[src/rtl/fscan_pkg.sv]
package fscan_pkg;
  typedef enum logic [1:0] {
    ST_IDLE = 2'd0,
    ST_LOAD = 2'd1,
    ST_RUN  = 2'd2,
    ST_DONE = 2'd3
  } scan_st_e;

  localparam logic [1:0] SEL_START = 2'd0;
  localparam logic [1:0] SEL_STEP  = 2'd1;
  localparam logic [1:0] SEL_COUNT = 2'd2;
  localparam logic [1:0] SEL_TIME  = 2'd3;
endpackage

[src/rtl/fscan_cfg_regs.sv]
module fscan_cfg_regs
  import fscan_pkg::*;
#(
  parameter int FW = 24,
  parameter int NW = 12,
  parameter int DW = 11
) (
  input  logic          clk,
  input  logic          rst_n,
  input  logic          wr_en,
  input  logic [1:0]    wr_addr,
  input  logic [FW-1:0] wr_data,
  output logic [FW-1:0] sh_start,
  output logic [FW-1:0] sh_step,
  output logic [NW-1:0] sh_count,
  output logic [DW-1:0] sh_dwell,
  output logic [1:0]    sh_mult,
  output logic          sh_ext,
  output logic          sh_eos
);
  logic en_start, en_step, en_count, en_time;

  always_comb begin
    en_start = wr_en && (wr_addr == SEL_START);
    en_step  = wr_en && (wr_addr == SEL_STEP);
    en_count = wr_en && (wr_addr == SEL_COUNT);
    en_time  = wr_en && (wr_addr == SEL_TIME);
  end

  always_ff @(posedge clk or negedge rst_n) begin
    if (!rst_n) begin
      sh_start <= '0;
      sh_step  <= '0;
      sh_count <= '0;
      sh_dwell <= '0;
      sh_mult  <= '0;
      sh_ext   <= 1'b0;
      sh_eos   <= 1'b0;
    end else begin
      if (en_start) sh_start <= wr_data;
      if (en_step)  sh_step  <= wr_data;
      if (en_count) sh_count <= wr_data[NW-1:0];
      if (en_time) begin
        sh_dwell <= wr_data[DW-1:0];
        sh_mult  <= wr_data[DW+1:DW];
        sh_ext   <= wr_data[DW+2];
        sh_eos   <= wr_data[DW+3];
      end
    end
  end
endmodule

[src/rtl/fscan_ctrl_filt.sv]
module fscan_ctrl_filt #(
  parameter int MIN_W = 2
) (
  input  logic clk,
  input  logic rst_n,
  input  logic ctrl_in,
  output logic edge_o
);
  logic [MIN_W-1:0] smp;
  logic [MIN_W-1:0] smp_n;
  logic             lvl, lvl_n;
  logic             all_hi, all_lo;

  generate
    if (MIN_W == 1) begin : g_one
      assign smp_n = ctrl_in;
    end else begin : g_many
      assign smp_n = {smp[MIN_W-2:0], ctrl_in};
    end
  endgenerate

  always_comb begin
    all_hi = &smp;
    all_lo = ~|smp;
    lvl_n  = lvl;
    if (all_hi)      lvl_n = 1'b1;
    else if (all_lo) lvl_n = 1'b0;
    edge_o = all_hi && !lvl;
  end

  always_ff @(posedge clk or negedge rst_n) begin
    if (!rst_n) begin
      smp <= '0;
      lvl <= 1'b0;
    end else begin
      smp <= smp_n;
      lvl <= lvl_n;
    end
  end
endmodule

[src/rtl/fscan_dwell.sv]
module fscan_dwell #(
  parameter int DW = 11
) (
  input  logic          clk,
  input  logic          rst_n,
  input  logic          load,
  input  logic          en,
  input  logic [DW-1:0] dwell,
  input  logic [1:0]    mult,
  output logic          expire
);
  localparam int CW = DW + 6;

  logic [CW-1:0] cnt, cnt_n, base, reload;

  always_comb begin
    base   = (dwell == '0) ? CW'(1) : CW'(dwell);
    reload = (base << {mult, 1'b0}) - CW'(1);
    expire = en && (cnt == '0);
    cnt_n  = cnt;
    if (load)                 cnt_n = reload;
    else if (en && cnt == '0) cnt_n = reload;
    else if (en)              cnt_n = cnt - CW'(1);
  end

  always_ff @(posedge clk or negedge rst_n) begin
    if (!rst_n) cnt <= '0;
    else        cnt <= cnt_n;
  end
endmodule

[src/rtl/fscan_sync.sv]
module fscan_sync (
  input  logic clk,
  input  logic rst_n,
  input  logic clr,
  input  logic eos_mode,
  input  logic step_ev,
  input  logic last_ev,
  output logic sync_o
);
  logic step_q, last_q1, last_q2;
  logic step_n, last_n1, last_n2, sync_n;

  always_comb begin
    step_n  = clr ? 1'b0 : step_ev;
    last_n1 = clr ? 1'b0 : last_ev;
    last_n2 = clr ? 1'b0 : last_q1;
    sync_n  = clr ? 1'b0 : (eos_mode ? last_q2 : step_q);
  end

  always_ff @(posedge clk or negedge rst_n) begin
    if (!rst_n) begin
      step_q  <= 1'b0;
      last_q1 <= 1'b0;
      last_q2 <= 1'b0;
      sync_o  <= 1'b0;
    end else begin
      step_q  <= step_n;
      last_q1 <= last_n1;
      last_q2 <= last_n2;
      sync_o  <= sync_n;
    end
  end
endmodule

[src/rtl/freq_scan_seq.sv]
module freq_scan_seq
  import fscan_pkg::*;
#(
  parameter int FW        = 24,
  parameter int NW        = 12,
  parameter int DW        = 11,
  parameter int MIN_W     = 2,
  parameter int START_DLY = 6
) (
  input  logic          clk,
  input  logic          rst_n,
  input  logic          wr_en,
  input  logic [1:0]    wr_addr,
  input  logic [FW-1:0] wr_data,
  input  logic          ctrl_in,
  input  logic          scan_clr,
  output logic [FW-1:0] ftw,
  output logic          ftw_valid,
  output logic          phase_clr,
  output logic          sync_out,
  output logic          scan_active
);
  localparam int DLYW = $clog2(START_DLY + 1);

  logic [FW-1:0] sh_start, sh_step;
  logic [NW-1:0] sh_count;
  logic [DW-1:0] sh_dwell;
  logic [1:0]    sh_mult;
  logic          sh_ext, sh_eos;

  logic [FW-1:0] w_start, w_step;
  logic [NW-1:0] w_count;
  logic [DW-1:0] w_dwell;
  logic [1:0]    w_mult;
  logic          w_ext, w_eos;

  scan_st_e      st, st_n;
  logic [DLYW-1:0] dly, dly_n;
  logic [NW-1:0] left, left_n;
  logic [FW-1:0] ftw_n;
  logic          valid_n, phc_n;
  logic          cap_en, tmr_load, tmr_en, tmr_exp;
  logic          start_edge, adv, step_ev, last_ev;

  fscan_cfg_regs #(.FW(FW), .NW(NW), .DW(DW)) u_cfg (
    .clk(clk), .rst_n(rst_n), .wr_en(wr_en), .wr_addr(wr_addr),
    .wr_data(wr_data), .sh_start(sh_start), .sh_step(sh_step),
    .sh_count(sh_count), .sh_dwell(sh_dwell), .sh_mult(sh_mult),
    .sh_ext(sh_ext), .sh_eos(sh_eos)
  );

  fscan_ctrl_filt #(.MIN_W(MIN_W)) u_filt (
    .clk(clk), .rst_n(rst_n), .ctrl_in(ctrl_in), .edge_o(start_edge)
  );

  fscan_dwell #(.DW(DW)) u_dwell (
    .clk(clk), .rst_n(rst_n), .load(tmr_load), .en(tmr_en),
    .dwell(w_dwell), .mult(w_mult), .expire(tmr_exp)
  );

  fscan_sync u_sync (
    .clk(clk), .rst_n(rst_n), .clr(scan_clr), .eos_mode(w_eos),
    .step_ev(step_ev), .last_ev(last_ev), .sync_o(sync_out)
  );

  // next-state logic
  always_comb begin
    st_n     = st;
    dly_n    = dly;
    left_n   = left;
    ftw_n    = ftw;
    valid_n  = ftw_valid;
    phc_n    = 1'b0;
    cap_en   = 1'b0;
    tmr_load = 1'b0;
    step_ev  = 1'b0;
    last_ev  = 1'b0;
    tmr_en   = (st == ST_RUN) && !w_ext;
    adv      = 1'b0;
    unique case (st)
      ST_IDLE: begin
        if (start_edge) begin
          st_n   = ST_LOAD;
          dly_n  = DLYW'(START_DLY - 1);
          cap_en = 1'b1;
        end
      end
      ST_LOAD: begin
        if (dly == '0) begin
          st_n     = (w_count == '0) ? ST_DONE : ST_RUN;
          ftw_n    = w_start;
          valid_n  = 1'b1;
          phc_n    = 1'b1;
          left_n   = w_count;
          tmr_load = 1'b1;
          last_ev  = (w_count == '0);
        end else begin
          dly_n = dly - DLYW'(1);
        end
      end
      ST_RUN: begin
        adv = w_ext ? start_edge : tmr_exp;
        if (adv) begin
          ftw_n   = ftw + w_step;
          left_n  = left - NW'(1);
          step_ev = 1'b1;
          if (left == NW'(1)) begin
            st_n    = ST_DONE;
            last_ev = 1'b1;
          end
        end
      end
      ST_DONE: begin
        st_n = ST_DONE;
      end
      default: st_n = ST_IDLE;
    endcase
    if (scan_clr) begin
      st_n    = ST_IDLE;
      ftw_n   = '0;
      valid_n = 1'b0;
      phc_n   = 1'b0;
      cap_en  = 1'b0;
    end
  end

  // state registers
  always_ff @(posedge clk or negedge rst_n) begin
    if (!rst_n) begin
      st        <= ST_IDLE;
      dly       <= '0;
      left      <= '0;
      ftw       <= '0;
      ftw_valid <= 1'b0;
      phase_clr <= 1'b0;
    end else begin
      st        <= st_n;
      dly       <= dly_n;
      left      <= left_n;
      ftw       <= ftw_n;
      ftw_valid <= valid_n;
      phase_clr <= phc_n;
    end
  end

  // working copies, captured only at scan start
  always_ff @(posedge clk or negedge rst_n) begin
    if (!rst_n) begin
      w_start <= '0;
      w_step  <= '0;
      w_count <= '0;
      w_dwell <= '0;
      w_mult  <= '0;
      w_ext   <= 1'b0;
      w_eos   <= 1'b0;
    end else if (cap_en) begin
      w_start <= sh_start;
      w_step  <= sh_step;
      w_count <= sh_count;
      w_dwell <= sh_dwell;
      w_mult  <= sh_mult;
      w_ext   <= sh_ext;
      w_eos   <= sh_eos;
    end
  end

  assign scan_active = (st == ST_LOAD) || (st == ST_RUN);
endmodule

[config.mk]
export PLATFORM = sky130hd
export DESIGN_NAME = freq_scan_seq
export DESIGN_NICKNAME = d
export VERILOG_FILES = /design/src/rtl/fscan_pkg.sv /design/src/rtl/fscan_cfg_regs.sv /design/src/rtl/fscan_ctrl_filt.sv /design/src/rtl/fscan_dwell.sv /design/src/rtl/fscan_sync.sv /design/src/rtl/freq_scan_seq.sv
export SDC_FILE = /design/constraint.sdc
export NUM_CORES = 1
export LEC_CHECK = 0
export BUFFER_PORTS_ARGS = -buffer_cell sky130_fd_sc_hd__buf_2
export CAP_MARGIN = 10
export CORE_ASPECT_RATIO = 1.4
export CORE_UTILIZATION = 60
export CTS_CLUSTER_SIZE = 28
export DETAILED_ROUTE_END_ITERATION = 10
export PLACE_DENSITY_LB_ADDON = 0.08
export SYNTH_ARGS = -nofsm -noshare
export SYNTH_HDL_FRONTEND = slang
export SYNTH_SLANG_ARGS = --single-unit
[constraint.sdc]
create_clock -name clk -period 5.5 [get_ports clk]
set_input_delay 0.275 -clock clk [delete_from_list [all_inputs] [get_ports clk]]
set_output_delay 0.275 -clock clk [all_outputs]
set_load 0.02 [all_outputs]
==> results.md <==
* CP peak stage delay at between 0.4 and 0.5 ns
* Gr usage total at between 20% and 30%
* Flop pwr share at a little under two fifths
* CTS tree: yes
* Post-synth top area cell: dfrtp_1
* Min Tclk post-route at between 3 and 4 ns
* Clk_skew at around 0.0093 ns
* Beginning of the critical path: st[0]
* Vias post-DR at a little under 8000
* Slowest CP cell: or4_4
* Syn Area/Cell at 11.1 um^2
* Peak VDD IR at roughly 0.00035 V
* Hold WC Path Type: in -> reg
* Post-CTS setup buffers at 0
* Fmax at around 300 MHz
* Synthesis-to-finish area growth at 11.5%
* Root buffer cell: clkbuf_16
* Synth top area cells: dfrtp_1 50%, mux2_2 16%, ha_1 3.9%
* Setup Viol. Count Final at 0
* CP cell instances: inv_1 > ha_2 > buf_4 > nand2b_1 > or4_4 > o2bb2a_4 > a21boi_4 > and2_2 > nand2_2 > o22ai_1 > a21oi_1
* Final worst path period share at 60.7%
* Critical path arrival at roughly 3.7 ns
* # diodes at 0
* Switching Share at about two fifths
* Core area at around 0.018 mm^2
* Post-route DRC at 0
* Hpwl dp at between 15000 and 20000 um
* Kind of critical path: reg -> reg
* Gr ovfl total at 0
* Ys flop type: dfrtp_1
* Worst-skew pair later-pin latency at 0.51 ns
* Clock power share at a little over a fifth
* Mapped cell area at ~0.011 mm^2
* Clock Path Buffers at 3
* CP max FO at 41
* RSZ-0062 raised after global routing: no
* Net switching power at between 2000 and 3000 uW
* Slew headroom at between 20% and 30%
* Initial DRC count at 445
* CTS H-tree lvls at 1
* Final RePlAce weighted congestion at approximately 0.85
* Most frequent cell after synthesis: dfrtp_1
* Setup TNS at 0 ns
* Global-route wire length before repair at 40300 um
* Chip Height at approximately 160 um
* Final ANT Viol Nets at 0
* Critical path destination: left[11]
* Share of layout cells above drive strength 1 at between 20% and 30%
* CTS Buf Count at 22
* Top-area cell type share of the netlist area at roughly 50%
* Buf/Inv on CP at 2
* DR WL/cell at ~19 um
* R2R Path Start: st[0]
* PwrDens at ~580 mW/mm^2
* Seq/Total Area, Yosys at between 40% and 50%
* Nets at 1095
* Std-Cell Rows at between 50 and 60
* Comb power frac at 39.9%
* Fill count at 1379
* Worst-Margin Slew at approximately 1.1 ns
* Initial antenna violation count at 0
* Max-capacitance violation count at 0
* Data required, critical path at a little under 6 ns
* Internal power at 4290 uW
* Number of global-route vias before repair at around 7900
* Syn Nets at between 1000 and 1500
* Static leakage at ~0.0053 uW
* CP endpoint kind: register
* Fin. max-slew vios at 0
* Status: complete, no violations
* Die area at about 0.019 mm^2
* CTS clk-pin slew, worst paths at around 0.060 ns
* Die X at approximately 120 um
* I/O Pins at 59
* HP Start: wr_data[21]
* Vias per cell at roughly 6
* Worst R2R End: left[11]
* Reg2reg setup slack at 2.16 ns
* Stages on worst setup path at 11
* Top cells by count, synth: 217 x dfrtp_1, 153 x mux2_2, 72 x a21oi_1
* Drt first pass iters at 5
* Startpoint types: register
* Synth warnings at 0
* I/O Buffers at a little under 60
* EDFF count, synth at 0
* Yosys reg bits at about 220
* Mapped Cells at 980
* Distinct cells, synth at 66
* Clk sinks at between 200 and 250
* R2R cell count at 11
* Final Power at 6990 uW
* Largest net degree at the start of global routing at between 100 and 150
* Starting Density at 62.1%
* Routed WL at ~25000 um
* Share of synthesized registers carrying an async set or reset at 100%
* Critical path's top delay family: simple AND/OR/NAND/NOR gates
* Hold Fails Final Rpt at 0
==> worst register-to-register path: cells and delay by family, from the launching register on <==
family | cells | cell delay (ns)
adders and majority gates | 1 | 0.17
AOI/OAI and AO/OA | 4 | 0.72
buffers and inverters | 2 | 0.55
DFF | 1 | 0.41
and+or+nand+nor | 4 | 1.33
==> kinds of logic after synthesis <==
logic type | Yosys count | share of synthesized area [%]
AND/OR/NAND/NOR | 237 | 11.0
AO/OA/AOI/OAI | 230 | 13.0
flip-flops | 217 | 49.8
multiplexers | 170 | 17.4
buffers and inverters | 61 | 2.30
adder cells (fa/ha/maj) | 35 | 4.09
XOR/XNOR | 30 | 2.41
==> final cells by class <==
type / instances / area (um^2) / share of cell area [%]
Timing Repair Buffer: 65 / 370 / 3.05
Tap cell: 236 / 295 / 2.43
Multi-Input combinational cell: 702 / 5230 / 43.0
Clock buffer: 30 / 642 / 5.28
Clock inverter: 9 / 105 / 0.865
Sequential cell: 217 / 5430 / 44.7
Inverter: 21 / 78.8 / 0.649
==> routing by layer <==
layer | global-route usage (%) | wire length (um) | share of wire, %
met5 | 0 | 0 | 0
met4 | 11.4 | 864 | 3.5
met3 | 4.17 | 1080 | 4.3
met2 | 48.1 | 12600 | 51
met1 | 34.4 | 10300 | 41
==> registers in the layout, indices dropped and copies added (netlist names), 3 cells and up <==
| name | flops |
|---|---|
| w_count | 12 |
| u_cfg.sh_step | 24 |
| u_cfg.sh_count | 12 |
| w_dwell | 11 |
| w_step | 24 |
| u_cfg.sh_start | 24 |
| dly | 3 |
| u_dwell.cnt | 17 |
| left | 12 |
| w_start | 24 |
| u_cfg.sh_dwell | 11 |
| ftw | 24 |
==> cells in the final DEF (no fill, tap or decap), types with 22 or more instances in the layout <==
cell type / instances
mux2_2: 153
a21oi_1: 72
ha_1: 33
buf_2: 57
nor2_1: 61
nand3_1: 30
o21ai_0: 68
clkbuf_16: 23
nand2_1: 47
nor3_1: 22
dfrtp_1: 217
==> per-stage QoR <==
step	std cells	worst slack (ns)	utilization (%)	area, um^2	hold slack [ns]
6_report	1280	2.16	69.3	12200	0.0196
5_1_grt	1280	1.88	69.3	12200	0.00321
4_1_cts	1280	2.17	69.3	12200	0.00464
3_5_place_dp	1239	2.19	64.9	11400	0.342
3_3_place_gp	1239	2.26	64.9	11400	0.346
2_1_floorplan	980	2.79	-	10900	-0.0206
==> worst min path at each step <==
stage / to / slack [ns] / depth (start not counted)
floorplan: dly[0] / -0.02 / 0
global placement: w_dwell[3] / 0.35 / 1
detailed placement: w_dwell[3] / 0.34 / 1
CTS: u_cfg.sh_start[21] / 0.005 / 2
global route: u_cfg.sh_step[18] / 0.003 / 2
finish: u_cfg.sh_start[21] / 0.02 / 2
==> power by group through the flow <==
stage / clock (uW) / sequential (uW) / combinational (uW)
2_1_floorplan: 0 / 2540 / 2180
3_3_place_gp: 0 / 2670 / 2690
3_5_place_dp: 0 / 2690 / 2760
4_1_cts: 1560 / 2670 / 2780
5_1_grt: 1630 / 2750 / 3100
6_report: 1530 / 2670 / 2790
==> timing repair <==
| item | in CTS | in global routing |
|---|---|---|
| endpoints found under the hold margin | 98 | 0 |
| gates resized for setup | 0 | 0 |
| hold buffers | 2 | 0 |
| setup endpoints to repair | 0 | 0 |
No activity file was read; power rests on OpenSTA's default activity.
